$ cat src/rtl/sqm_pkg.sv
package sqm_pkg;

  typedef enum logic [3:0] {
    RA_CTRL = 4'd0,
    RA_PMIN = 4'd1,
    RA_PMAX = 4'd2,
    RA_DMAX = 4'd3,
    RA_VMIN = 4'd4,
    RA_PER  = 4'd5,
    RA_HIGH = 4'd6,
    RA_DVAR = 4'd7,
    RA_VCNT = 4'd8,
    RA_STS  = 4'd9,
    RA_IEN  = 4'd10
  } reg_addr_e;

  localparam int CT_PER  = 0;
  localparam int CT_DUTY = 1;
  localparam int CT_VAL  = 2;
  localparam int CT_CLR  = 3;
  localparam int ST_W    = 6;

  // bit order equals the status register layout [5:0]
  typedef struct packed {
    logic stall;
    logic fail;
    logic valid;
    logic dpass;
    logic ppass;
    logic ready;
  } evt_t;

endpackage

$ cat src/rtl/sqm_edge_sync.sv
module sqm_edge_sync #(
  parameter int STAGES = 2
) (
  input  logic clk,
  input  logic rst_n,
  input  logic async_i,
  output logic rise_o,
  output logic fall_o
);
  logic [STAGES-1:0] chain_q;
  logic              last_q;

  generate
    for (genvar g = 0; g < STAGES; g++) begin : g_stage
      always_ff @(posedge clk or negedge rst_n) begin
        if (!rst_n) chain_q[g] <= 1'b0;
        else if (g == 0) chain_q[g] <= async_i;
        else chain_q[g] <= chain_q[(g == 0) ? 0 : g-1];
      end
    end
  endgenerate

  always_ff @(posedge clk or negedge rst_n) begin
    if (!rst_n) last_q <= 1'b0;
    else last_q <= chain_q[STAGES-1];
  end

  assign rise_o = chain_q[STAGES-1] & ~last_q;
  assign fall_o = ~chain_q[STAGES-1] & last_q;
endmodule

$ cat src/rtl/sqm_meter.sv
module sqm_meter
  import sqm_pkg::*;
#(
  parameter int CNT_W = 16,
  parameter int VC_W  = 8
) (
  input  logic             clk,
  input  logic             rst_n,
  input  logic             rise_i,
  input  logic             fall_i,
  input  logic             clr_i,
  input  logic             per_en_i,
  input  logic             duty_en_i,
  input  logic             val_en_i,
  input  logic [CNT_W-1:0] lim_min_i,
  input  logic [CNT_W-1:0] lim_max_i,
  input  logic [CNT_W-1:0] lim_duty_i,
  input  logic [VC_W-1:0]  lim_val_i,
  output logic [CNT_W-1:0] per_o,
  output logic [CNT_W-1:0] high_o,
  output logic [CNT_W-1:0] dvar_o,
  output logic [VC_W-1:0]  vcnt_o,
  output evt_t             evt_o
);
  localparam int RUN_W = CNT_W + 1;
  localparam logic [RUN_W-1:0] RUN_TOP  = '1;
  localparam logic [RUN_W-1:0] MEAS_TOP = {1'b0, {CNT_W{1'b1}}};
  localparam logic [VC_W-1:0]  VC_TOP   = '1;

  logic [RUN_W-1:0] run_q;
  logic             armed_q;
  logic [CNT_W-1:0] per_q, high_q, dvar_q;
  logic [VC_W-1:0]  vcnt_q;

  logic [CNT_W-1:0] meas_c, half_c, dvar_c;
  logic             per_ok, duty_ok, active, done, bad, stall;
  logic [VC_W-1:0]  vc_next;

  always_comb begin
    meas_c  = (run_q > MEAS_TOP) ? '1 : run_q[CNT_W-1:0];
    half_c  = meas_c >> 1;
    dvar_c  = (high_q >= half_c) ? (high_q - half_c) : (half_c - high_q);
    per_ok  = (meas_c >= lim_min_i) && (meas_c <= lim_max_i);
    duty_ok = (dvar_c <= lim_duty_i);
    active  = per_en_i | duty_en_i | val_en_i;
    done    = rise_i & armed_q & active;
    bad     = (per_en_i & ~per_ok) | (duty_en_i & ~duty_ok);
    vc_next = bad ? '0 : ((vcnt_q == VC_TOP) ? vcnt_q : vcnt_q + 1'b1);
    stall   = active & (run_q > {lim_max_i, 1'b0});
  end

  always_ff @(posedge clk or negedge rst_n) begin
    if (!rst_n) begin
      run_q   <= '0;
      armed_q <= 1'b0;
      per_q   <= '0;
      high_q  <= '0;
      dvar_q  <= '0;
      vcnt_q  <= '0;
    end else if (clr_i) begin
      run_q   <= '0;
      armed_q <= 1'b0;
      per_q   <= '0;
      high_q  <= '0;
      dvar_q  <= '0;
      vcnt_q  <= '0;
    end else begin
      if (rise_i) run_q <= RUN_W'(1);
      else if (run_q != RUN_TOP) run_q <= run_q + 1'b1;
      if (rise_i) begin
        armed_q <= 1'b1;
        if (armed_q) begin
          per_q  <= meas_c;
          dvar_q <= dvar_c;
        end
      end
      if (fall_i && armed_q) high_q <= meas_c;
      if (stall) vcnt_q <= '0;
      else if (done) vcnt_q <= vc_next;
    end
  end

  assign evt_o.ready = done;
  assign evt_o.ppass = done & per_en_i & per_ok;
  assign evt_o.dpass = done & duty_en_i & duty_ok;
  assign evt_o.fail  = done & bad;
  assign evt_o.valid = done & val_en_i & ~bad & (vc_next >= lim_val_i);
  assign evt_o.stall = stall;

  assign per_o  = per_q;
  assign high_o = high_q;
  assign dvar_o = dvar_q;
  assign vcnt_o = vcnt_q;
endmodule

$ cat src/rtl/sqm_regs.sv
module sqm_regs
  import sqm_pkg::*;
#(
  parameter int CNT_W    = 16,
  parameter int VC_W     = 8,
  parameter int DEF_MIN  = 1435,
  parameter int DEF_MAX  = 1495,
  parameter int DEF_DUTY = 132,
  parameter int DEF_VAL  = 4
) (
  input  logic             clk,
  input  logic             rst_n,
  input  logic             reg_valid,
  input  logic             reg_write,
  input  logic [3:0]       reg_addr,
  input  logic [CNT_W-1:0] reg_wdata,
  output logic [CNT_W-1:0] reg_rdata,
  input  logic [CNT_W-1:0] per_i,
  input  logic [CNT_W-1:0] high_i,
  input  logic [CNT_W-1:0] dvar_i,
  input  logic [VC_W-1:0]  vcnt_i,
  input  evt_t             evt_i,
  output logic [2:0]       ctrl_o,
  output logic             clr_o,
  output logic [CNT_W-1:0] lim_min_o,
  output logic [CNT_W-1:0] lim_max_o,
  output logic [CNT_W-1:0] lim_duty_o,
  output logic [VC_W-1:0]  lim_val_o,
  output logic [ST_W-1:0]  sts_o,
  output logic [ST_W-1:0]  ien_o,
  output logic             irq_o
);
  logic [2:0]       ctrl_q;
  logic [CNT_W-1:0] min_q, max_q, duty_q;
  logic [VC_W-1:0]  val_q;
  logic [ST_W-1:0]  sts_q, ien_q, w1c;
  logic             we;
  reg_addr_e        ra;

  assign ra  = reg_addr_e'(reg_addr);
  assign we  = reg_valid & reg_write;
  assign w1c = (we && ra == RA_STS) ? reg_wdata[ST_W-1:0] : '0;

  always_ff @(posedge clk or negedge rst_n) begin
    if (!rst_n) begin
      ctrl_q <= '0;
      min_q  <= CNT_W'(DEF_MIN);
      max_q  <= CNT_W'(DEF_MAX);
      duty_q <= CNT_W'(DEF_DUTY);
      val_q  <= VC_W'(DEF_VAL);
      ien_q  <= '0;
      sts_q  <= '0;
    end else begin
      if (we) begin
        case (ra)
          RA_CTRL: ctrl_q <= reg_wdata[2:0];
          RA_PMIN: min_q  <= reg_wdata;
          RA_PMAX: max_q  <= reg_wdata;
          RA_DMAX: duty_q <= reg_wdata;
          RA_VMIN: val_q  <= reg_wdata[VC_W-1:0];
          RA_IEN:  ien_q  <= reg_wdata[ST_W-1:0];
          default: ;
        endcase
      end
      sts_q <= (sts_q & ~w1c) | evt_i;
    end
  end

  always_comb begin
    case (ra)
      RA_CTRL: reg_rdata = CNT_W'(ctrl_q);
      RA_PMIN: reg_rdata = min_q;
      RA_PMAX: reg_rdata = max_q;
      RA_DMAX: reg_rdata = duty_q;
      RA_VMIN: reg_rdata = CNT_W'(val_q);
      RA_PER:  reg_rdata = per_i;
      RA_HIGH: reg_rdata = high_i;
      RA_DVAR: reg_rdata = dvar_i;
      RA_VCNT: reg_rdata = CNT_W'(vcnt_i);
      RA_STS:  reg_rdata = CNT_W'(sts_q);
      RA_IEN:  reg_rdata = CNT_W'(ien_q);
      default: reg_rdata = '0;
    endcase
  end

  assign clr_o      = we && (ra == RA_CTRL) && reg_wdata[CT_CLR];
  assign ctrl_o     = ctrl_q;
  assign lim_min_o  = min_q;
  assign lim_max_o  = max_q;
  assign lim_duty_o = duty_q;
  assign lim_val_o  = val_q;
  assign sts_o      = sts_q;
  assign ien_o      = ien_q;
  assign irq_o      = |(sts_q & ien_q);
endmodule

$ cat src/rtl/slowclk_qual_mon.sv
module slowclk_qual_mon
  import sqm_pkg::*;
#(
  parameter int CNT_W       = 16,
  parameter int VC_W        = 8,
  parameter int SYNC_STAGES = 2,
  parameter int DEF_MIN     = 1435,
  parameter int DEF_MAX     = 1495,
  parameter int DEF_DUTY    = 132,
  parameter int DEF_VAL     = 4
) (
  input  logic             clk,
  input  logic             rst_n,
  input  logic             slow_clk_in,
  input  logic             reg_valid,
  input  logic             reg_write,
  input  logic [3:0]       reg_addr,
  input  logic [CNT_W-1:0] reg_wdata,
  output logic [CNT_W-1:0] reg_rdata,
  output logic             irq
);
  logic             rise_w, fall_w, clr_w;
  logic [2:0]       ctrl_w;
  logic [CNT_W-1:0] min_w, max_w, duty_w, per_w, high_w, dvar_w;
  logic [VC_W-1:0]  val_w, vcnt_w;
  logic [ST_W-1:0]  sts_w, ien_w;
  evt_t             evt_w;

  sqm_edge_sync #(.STAGES(SYNC_STAGES)) u_sync (
    .clk(clk), .rst_n(rst_n), .async_i(slow_clk_in),
    .rise_o(rise_w), .fall_o(fall_w)
  );

  sqm_meter #(.CNT_W(CNT_W), .VC_W(VC_W)) u_meter (
    .clk(clk), .rst_n(rst_n), .rise_i(rise_w), .fall_i(fall_w), .clr_i(clr_w),
    .per_en_i(ctrl_w[CT_PER]), .duty_en_i(ctrl_w[CT_DUTY]), .val_en_i(ctrl_w[CT_VAL]),
    .lim_min_i(min_w), .lim_max_i(max_w), .lim_duty_i(duty_w), .lim_val_i(val_w),
    .per_o(per_w), .high_o(high_w), .dvar_o(dvar_w), .vcnt_o(vcnt_w), .evt_o(evt_w)
  );

  sqm_regs #(
    .CNT_W(CNT_W), .VC_W(VC_W), .DEF_MIN(DEF_MIN), .DEF_MAX(DEF_MAX),
    .DEF_DUTY(DEF_DUTY), .DEF_VAL(DEF_VAL)
  ) u_regs (
    .clk(clk), .rst_n(rst_n), .reg_valid(reg_valid), .reg_write(reg_write),
    .reg_addr(reg_addr), .reg_wdata(reg_wdata), .reg_rdata(reg_rdata),
    .per_i(per_w), .high_i(high_w), .dvar_i(dvar_w), .vcnt_i(vcnt_w), .evt_i(evt_w),
    .ctrl_o(ctrl_w), .clr_o(clr_w), .lim_min_o(min_w), .lim_max_o(max_w),
    .lim_duty_o(duty_w), .lim_val_o(val_w), .sts_o(sts_w), .ien_o(ien_w), .irq_o(irq)
  );
endmodule

$ cat config.mk
export PLATFORM = sky130hd
export DESIGN_NAME = slowclk_qual_mon
export DESIGN_NICKNAME = d
export VERILOG_FILES = /design/src/rtl/sqm_pkg.sv /design/src/rtl/sqm_edge_sync.sv /design/src/rtl/sqm_meter.sv /design/src/rtl/sqm_regs.sv /design/src/rtl/slowclk_qual_mon.sv
export SDC_FILE = /design/constraint.sdc
export NUM_CORES = 1
export LEC_CHECK = 0
export ABC_AREA = 1
export BUFFER_PORTS_ARGS = -buffer_cell sky130_fd_sc_hd__buf_2
export CAP_MARGIN = 0
export CORE_MARGIN = 2
export CORE_UTILIZATION = 45
export DETAILED_ROUTE_END_ITERATION = 8
export GPL_ROUTABILITY_DRIVEN = 0
export SETUP_SLACK_MARGIN = 0.05
export SLEW_MARGIN = 20
export SYNTH_ARGS = -nofsm -noshare
export SYNTH_HDL_FRONTEND = slang
export SYNTH_SLANG_ARGS = --single-unit
export TNS_END_PERCENT = 100
$ cat constraint.sdc
create_clock -name clk -period 7.4 [get_ports clk]
set_input_delay 0.37 -clock clk [delete_from_list [all_inputs] [get_ports clk]]
set_output_delay 0.37 -clock clk [all_outputs]
set_load 0.02 [all_outputs]
==> metrics.md, run 1 <==
| Metric | Value |
|---|---|
| Status | `finished clean` |
| Ys async rst share | `100%` |
| Total routed wirelength | `34500 um` |
| Compound-Gate Fraction of Synth Area | `18.3%` |
| Final Hold Viols | `0` |
| Number of iterations in the first detailed-routing pass | `6` |
| Largest net degree at the start of global routing | `77` |
| Clock latency on the worst-skew pair | `450 ps` |
| Routed vias/inst | `5.55` |
| Final setup fails | `0` |
| Worst Path Required | `7780 ps` |
| Hpwl dp | `26700 um` |
| Placed cell areas | `11000 um2` |
| Cell mode on critical path | `nand2_1` |
| Pre-CTS WS | `436 ps` |
| Final worst-path cycle share | `91.6%` |
| Worst path depth | `43` |
| Number of global-route vias before repair | `9461` |
| Slew margin rel. | `29.5%` |
| Synth Area in Adders | `12.7%` |
| Number of enable flip-flop cells after synthesis | `0` |
| RSZ-0062 raised after global routing | `no` |
| Global route overflow | `0` |
| Mapped Cells | `1407` |
| Synth top area share | `31.0%` |
| P&R area growth vs syn | `11.9%` |
| R2r startpoint | `u_meter.run_q[1]` |
| PD cells | `354 nW/um2` |
| Layout cells sized above 1 | `9.38%` |
| PortBufs | `41` |
| Die Y | `157 um` |
| Row count | `55` |
| Crit path max-delay cell type | `ha_1` |
| Core region area | `22800 um2` |
| Slew Limit Fails | `0` |
| Measured slew at the worst slew-check pin | `1050 ps` |
| Synth Register Bits | `148` |
| Synth Area in Simple Gates | `21.4%` |
| Delay of the slowest critical-path stage | `450 ps` |
| Register-to-Register Path Depth | `43` |
| Largest family of logic cells by synthesized area | `simple AND/OR/NAND/NOR gates` |
| Starting Density | `46.0%` |
| Post-Synth XOR/XNOR Area | `2.25%` |
| MaxCap Viol Count | `0` |
| Seq/Total Area, Yosys | `35.5%` |
| DRC viols | `0` |
| CP top delay family | `simple AND/OR/NAND/NOR gates` |
| DIE AREA | `24500 um2` |
| Synth cell types | `51` |
| Final setup margin | `624 ps` |
| Max Fclk | `0.148 GHz` |
| All-Layer GR Usage | `29.3%` |
| Synth top area cells | `dfrtp_1, ha_1, nand2_1` |
| Initial antenna violation count | `0` |
| Initial DRC count | `899` |
| Num CTS Buffers | `17` |
| Maximum vdd drop | `0.161 mV` |
| Critical path data arrival time | `7150 ps` |
| Synth area leader | `dfrtp_1` |
| H-tree level count | `4` |
| CTS sink cnt | `148` |
| Worst R2R Setup Slack | `620 ps` |
| First-pass GRT wire length | `54300 um` |
| Reg2Reg Capture Point | `u_regs.sts_o[3]` |
| CP startpoint | `u_meter.run_q[1]` |
| I/O pins | `42` |
| NumNets Final | `1578` |
| Setup TNS | `0 ps` |
| Min Tclk post-route | `6780 ps` |
| Die X-Extent | `157 um` |
| CTS tree | `yes` |
| Crit path capture type | `register` |
| Crit-path max FO | `13` |
| Buf/Inv on CP | `8` |
| Synth Flop Type | `dfrtp_1` |
| Setup CP Type | `reg2reg` |
| DR WL/cell | `19.4 um` |
| Leak Pwr | `5.95 nW` |
| Clk_skew | `14.7 ps` |
| Clock slew at reported path FFs | `80 ps` |
| Post-synth net total | `1537` |
| Longest Clk Path Bufs | `2` |
| Antenna Nets Post-Route | `0` |
| Via count | `9848` |
| Synth Cell Area | `10500 um2` |
| Number of inserted diodes | `0` |
| Average size of a mapped cell | `7.45 um2` |
| Yosys Warn Count | `0` |
| Clk root buf | `clkbuf_16` |
| Multiplexer share of the synthesized area | `0%` |
| Worst setup SP type | `register` |
| Final Cell Area | `11700 um2` |
| End of the critical path | `u_regs.sts_o[3]` |
| HP Class | `in2reg` |
| Min-delay src | `slow_clk_in` |
## cell usage in the layout, fill, tap and decap left out, types with 17 or more instances in the layout
cell type / Yosys / final
dfstp_2: 18 / 18
dfrtp_1: 130 / 130
a221oi_1: 20 / 20
ha_1: 103 / 103
nor2_1: 102 / 97
clkbuf_16: 0 / 17
a21oi_1: 85 / 85
nand3_1: 53 / 52
o22ai_1: 25 / 25
nand2_1: 312 / 311
inv_1: 234 / 233
buf_2: 6 / 40
nand4_1: 17 / 17
xor2_1: 20 / 20
o21ai_0: 146 / 145
## report_power, final
group	switching (mW)	total, mW	internal (mW)
sequential	0.129	1.11	0.977
clock	0.443	0.901	0.457
combinational	1.40	2.14	0.742
## through the flow
step / power [mW] / hold WS, ps / std cells / utilization [%]
final: 4.15 / 25.4 / 1774 / 51.5
after global placement: 3.19 / 350 / 1736 / 48.4
after floorplan: 2.64 / 74.4 / 1407 / -
after detailed placement: 3.21 / 353 / 1736 / 48.4
after global routing: 4.50 / 20.3 / 1774 / 51.5
after CTS: 4.13 / 11.4 / 1769 / 51.1
## flip-flops by register name, indices dropped and copies added (netlist names)
| register | cells |
|---|---|
| u_meter.dvar_o | 16 |
| u_regs.sts_o | 6 |
| u_regs.ien_o | 6 |
| u_regs.lim_duty_o | 16 |
| u_meter.run_q | 17 |
| u_meter.high_o | 16 |
| u_regs.ctrl_o | 3 |
| u_sync.chain_q | 2 |
| u_meter.vcnt_o | 8 |
| u_sync.last_q | 1 |
| u_regs.lim_max_o | 16 |
| u_meter.armed_q | 1 |
| u_regs.lim_min_o | 16 |
| u_regs.lim_val_o | 8 |
| u_meter.per_o | 16 |
## cells in the mapped netlist (2+ instances only)
cell type and instances:
a2111oi_0 2, a211oi_1 5, a21o_1 3, a21oi_1 85
a221oi_1 20, a31oi_1 4, and2_1 3, buf_2 6
clkbuf_1 28, dfrtp_1 130, dfstp_2 18, fa_1 2
ha_1 103, inv_1 234, nand2_1 312, nand2_2 4
nand2_4 6, nand3_1 53, nand3_2 2, nand3b_1 2
nand4_1 17, nor2_1 102, nor3_1 16, nor4_1 3
o2111ai_1 7, o211ai_1 2, o21a_1 3, o21ai_0 146
o21ai_1 8, o21bai_1 2, o221ai_1 10, o22ai_1 25
xnor2_1 7, xor2_1 20
## what timing repair did
item                                   in CTS  in global routing
hold buffers                                1                  0
endpoints found under the hold margin      65                  0
setup endpoints to repair                   0                  1
setup buffers                               0                  5
resized for setup                           0                  9
## cell families (layout without fill, tap and decap cells)
| kind of cell | after synthesis | count (layout) |
|---|---|---|
| AOI/OAI and AO/OA | 329 | 329 |
| buffers and inverters | 272 | 326 |
| and+or+nand+nor | 526 | 526 |
| adders and majority gates | 105 | 105 |
| DFF | 148 | 148 |
| xor gates and xnor gates | 27 | 27 |
## layout make-up
cell class,instances,area (um2)
clock buffer,17,425
clock inverter,15,181
fill,2266,11000
inverter,235,886
multi-input combinational,987,5750
sequential,148,3730
tap,313,392
timing repair buffer,59,374
## how the worst min path moves through the flow
| stage | to | cells past startpoint |
|---|---|---|
| final | u_sync.chain_q[0] | 1 |
| after floorplan | u_meter.armed_q | 0 |
| after global placement | u_sync.chain_q[1] | 0 |
| after global routing | u_sync.chain_q[0] | 1 |
| after detailed placement | u_sync.chain_q[1] | 0 |
| after CTS | u_sync.chain_q[0] | 1 |
## metal layers
| layer | wire length [um] | share of wire, % | global-route usage (%) | up-vias |
|---|---|---|---|---|
| met1 | 15700 | 46 | 41.1 | 4593 |
| met3 | 2320 | 6.7 | 4.60 | 90 |
| met5 | 0 | 0 | 0 | - |
| li1 | - | - | - | 4753 |
| met4 | 1440 | 4.2 | 12.8 | 0 |
| met2 | 15000 | 43 | 44.8 | 412 |
(Power assumes the default switching activity.)
==> run 2, diff against run 1 <==
ABC_AREA = not set   (was 1)
SYNTH_HIERARCHICAL = 1   (was not set)
==> metrics.md, run 2 <==
| Metric | Value |
|---|---|
| Status | `finished clean` |
| Synth Area in Adders | `12.4% (-0.24 points)` |
| Placed Instances | `1529 (-12%)` |
| Row count | `57 (+3.6%)` |
| Maximum vdd drop | `0.146 mV (-9.1%)` |
| Synth area leader | `dfrtp_1` |
| Most frequent cells in the layout | `dfrtp_1, nor2_1, inv_1` |
| Cell mode on critical path | `a21o_1` |
| Flip-flop and latch area | `3730 um2 (unchanged)` |
| Final Hold Viols | `0 (unchanged)` |
| Crit path capture type | `register` |
| Multiplexer share of the synthesized area | `11.0% (+11 points)` |
| Average size of a mapped cell | `9.38 um2 (+26%)` |
| Ys async rst share | `100% (unchanged)` |
| Longest Clk Path Bufs | `2 (unchanged)` |
| H-tree level count | `4 (unchanged)` |
| RSZ-0062 raised after global routing | `no` |
| All-Layer GR Usage | `26.7% (-2.6 points)` |
| Synth Flop Type | `dfrtp_1` |
| Largest family of logic cells by synthesized area | `compound AO/OA/AOI/OAI gates` |
| Count leader, synth | `dfrtp_1` |
| Initial DRC count | `877 (-2.4%)` |
| Clk_skew | `10.9 ps (-3.82 ps)` |
| Final Cell Area | `12600 um2 (+7.1%)` |
| Die X-Extent | `160 um (+2.3%)` |
| Number of global-route vias before repair | `8975 (-5.1%)` |
| Layout cells sized above 1 | `24.9% (+16 points)` |
| First-pass GRT wire length | `52900 um (-2.6%)` |
| Starting Density | `45.5% (-0.59 points)` |
| Finished Layout Cells | `1579 (-11%)` |
| Final worst-path cycle share | `94.1% (+2.6 points)` |
| Largest net degree at the start of global routing | `80 (+3.9%)` |
| Global route overflow | `0 (unchanged)` |
| Number of iterations in the first detailed-routing pass | `7 (+1)` |
| Via count | `9464 (-3.9%)` |
| Num CTS Buffers | `17 (unchanged)` |
| Measured slew at the worst slew-check pin | `1170 ps (+118 ps)` |
| Synth top area share | `29.6% (-1.4 points)` |
| Clk root buf | `clkbuf_16` |
| Worst setup SP type | `register` |
| Final setup fails | `0 (unchanged)` |
| Setup CP Type | `reg2reg` |
| Yosys Warn Count | `6 (+6)` |
| Worst R2R Setup Slack | `430 ps (-190 ps)` |
| Delay of the slowest critical-path stage | `550 ps (+100 ps)` |
| CTS sink cnt | `148 (unchanged)` |
| DR WL/cell | `21.9 um (+13%)` |
| Synth Area in Simple Gates | `16.5% (-4.9 points)` |
| HP Class | `in2reg` |
| Total routed wirelength | `34700 um (+0.54%)` |
| Layer with the highest usage | `met2` |
| I/O pins | `42 (unchanged)` |
| Worst Path Required | `7730 ps (-50 ps)` |
| Clock latency on the worst-skew pair | `430 ps (-20 ps)` |
| MaxCap Viol Count | `0 (unchanged)` |
| Hpwl dp | `25800 um (-3.3%)` |
| Biggest register | `u_meter/run_q` |
| Slew Limit Fails | `0 (unchanged)` |
| Grt met1 use | `38.8% (-2.3 points)` |
| Most common cell after layout, fill and taps aside | `dfrtp_1` |
| Placed cell areas | `11600 um2 (+5.6%)` |
| Synth top area cells | `dfrtp_1, ha_1, mux2_2` |
| Synth Register Bits | `148 (unchanged)` |
| Critical path data arrival time | `7290 ps (+140 ps)` |
| Leak Pwr | `5.86 nW (-1.4%)` |
| Number of enable flip-flop cells after synthesis | `0 (unchanged)` |
| Commonest cells in the synthesized netlist | `dfrtp_1, nor2_1, ha_1` |
| Number of inserted diodes | `0 (unchanged)` |
| Mapped Cells | `1172 (-17%)` |
| PortBufs | `41 (unchanged)` |
| Antenna Nets Post-Route | `0 (unchanged)` |
| Slew margin rel. | `21.9% (-7.7 points)` |
| Initial antenna violation count | `0 (unchanged)` |
| DIE AREA | `25700 um2 (+4.7%)` |
| Post-Synth XOR/XNOR Area | `2.39% (+0.14 points)` |
| Post-synth net total | `1305 (-15%)` |
| Seq/Total Area, Yosys | `33.9% (-1.6 points)` |
| P&R area growth vs syn | `14.4%` |
| Clock slew at reported path FFs | `70 ps (about the same)` |
| Core region area | `24200 um2 (+6.1%)` |
| NumNets Final | `1375 (-13%)` |
| Synth Cell Area | `11000 um2 (+4.8%)` |
| Met3 usage | `6.62% (+2.0 points)` |
| Synth cell types | `90 (+76%)` |
| Met2 Usage GRT | `39.4% (-5.4 points)` |
| FILL cells | `2194 (-3.2%)` |
| Crit-path max FO | `12 (-1)` |
| Max FFs per register | `17 (unchanged)` |
| Die Y | `160 um (+2.3%)` |
| Compound-Gate Fraction of Synth Area | `17.1% (-1.2 points)` |
| Routed vias/inst | `5.99 (+8.0%)` |
| PD cells | `285 nW/um2 (-19%)` |
| Multi-input logic area | `6750 um2 (+17%)` |
| DRC viols | `0 (unchanged)` |
| CTS tree | `yes` |
| Max Fclk | `0.144 GHz (-2.7%)` |
| Min Tclk post-route | `6970 ps (+191 ps)` |
| Crit path max-delay cell type | `or4_4` |
run 2: logic make-up (layout without fill, tap and decap cells):
family,count (synthesis),in the layout
simple gates,356,357
compound gates,268,268
xor+xnor,30,30
buf+inv,162,244
flops,148,148
mux,100,100
fa+ha+maj,108,108
run 2: metal layers:
metal | wire (um) | up-vias
met5 | 0 | -
met4 | 876 | 0
met3 | 3060 | 69
met2 | 15200 | 379
met1 | 15500 | 4650
li1 | - | 4366
run 2: repair_timing:
action,in CTS,in global routing
cloned,0,1
setup buffers,0,16
hold buffers,1,0
hold endpoints to repair,1,0
endpoints found under the setup margin,1,1
pin swaps,0,19
resized for setup,2,50
run 2: per-stage QoR:
stage	setup WS, ps	total power [mW]	TNS (ps)	util [%]	hold slack [ps]
detailed placement	-111	2.59	-111	48.1	346
CTS	109	3.47	0	50.6	34.1
floorplan	155	2.14	0	-	74.4
finish	433	3.58	0	52.0	41.5
global placement	-66.1	2.58	-66.1	48.1	334
global route	0.842	3.80	0	52.0	31.4
run 2: area by class of cell:
class / instances / share of cell area [%]
timing repair buffer: 108 / 5.70
clock buffer: 19 / 3.60
sequential: 148 / 29.6
inverter: 104 / 3.11
tap: 324 / 3.23
multi-input combinational: 863 / 53.7
clock inverter: 13 / 1.05
run 2: worst max-delay path: cells and delay by family, from the launching register on:
family | cells | cell delay (ps)
XOR/XNOR | 1 | 150
adder cells (fa/ha/maj) | 3 | 780
AND/OR/NAND/NOR | 15 | 2810
buffers and inverters | 3 | 470
AO/OA/AOI/OAI | 11 | 2300
flip-flops | 1 | 350
run 2: where the power goes:
part	internal [mW]	switching, mW
logic	0.670	0.827
clock network	0.467	0.405
registers	1.00	0.213
total	2.14	1.45
run 2: final timing paths:
path                                    from              endpoint  cells after the start
setup / recovery            u_meter/run_q[8]       u_regs/sts_o[3]                     33
setup reg to reg            u_meter/run_q[8]       u_regs/sts_o[3]                     33
hold / removal                   slow_clk_in     u_sync/chain_q[0]                      1
hold reg to reg            u_sync/chain_q[0]     u_sync/chain_q[1]                      0
max in group asynchronous              rst_n  u_regs/lim_duty_o[8]                      3
min in group asynchronous              rst_n     u_meter/vcnt_o[4]                      2
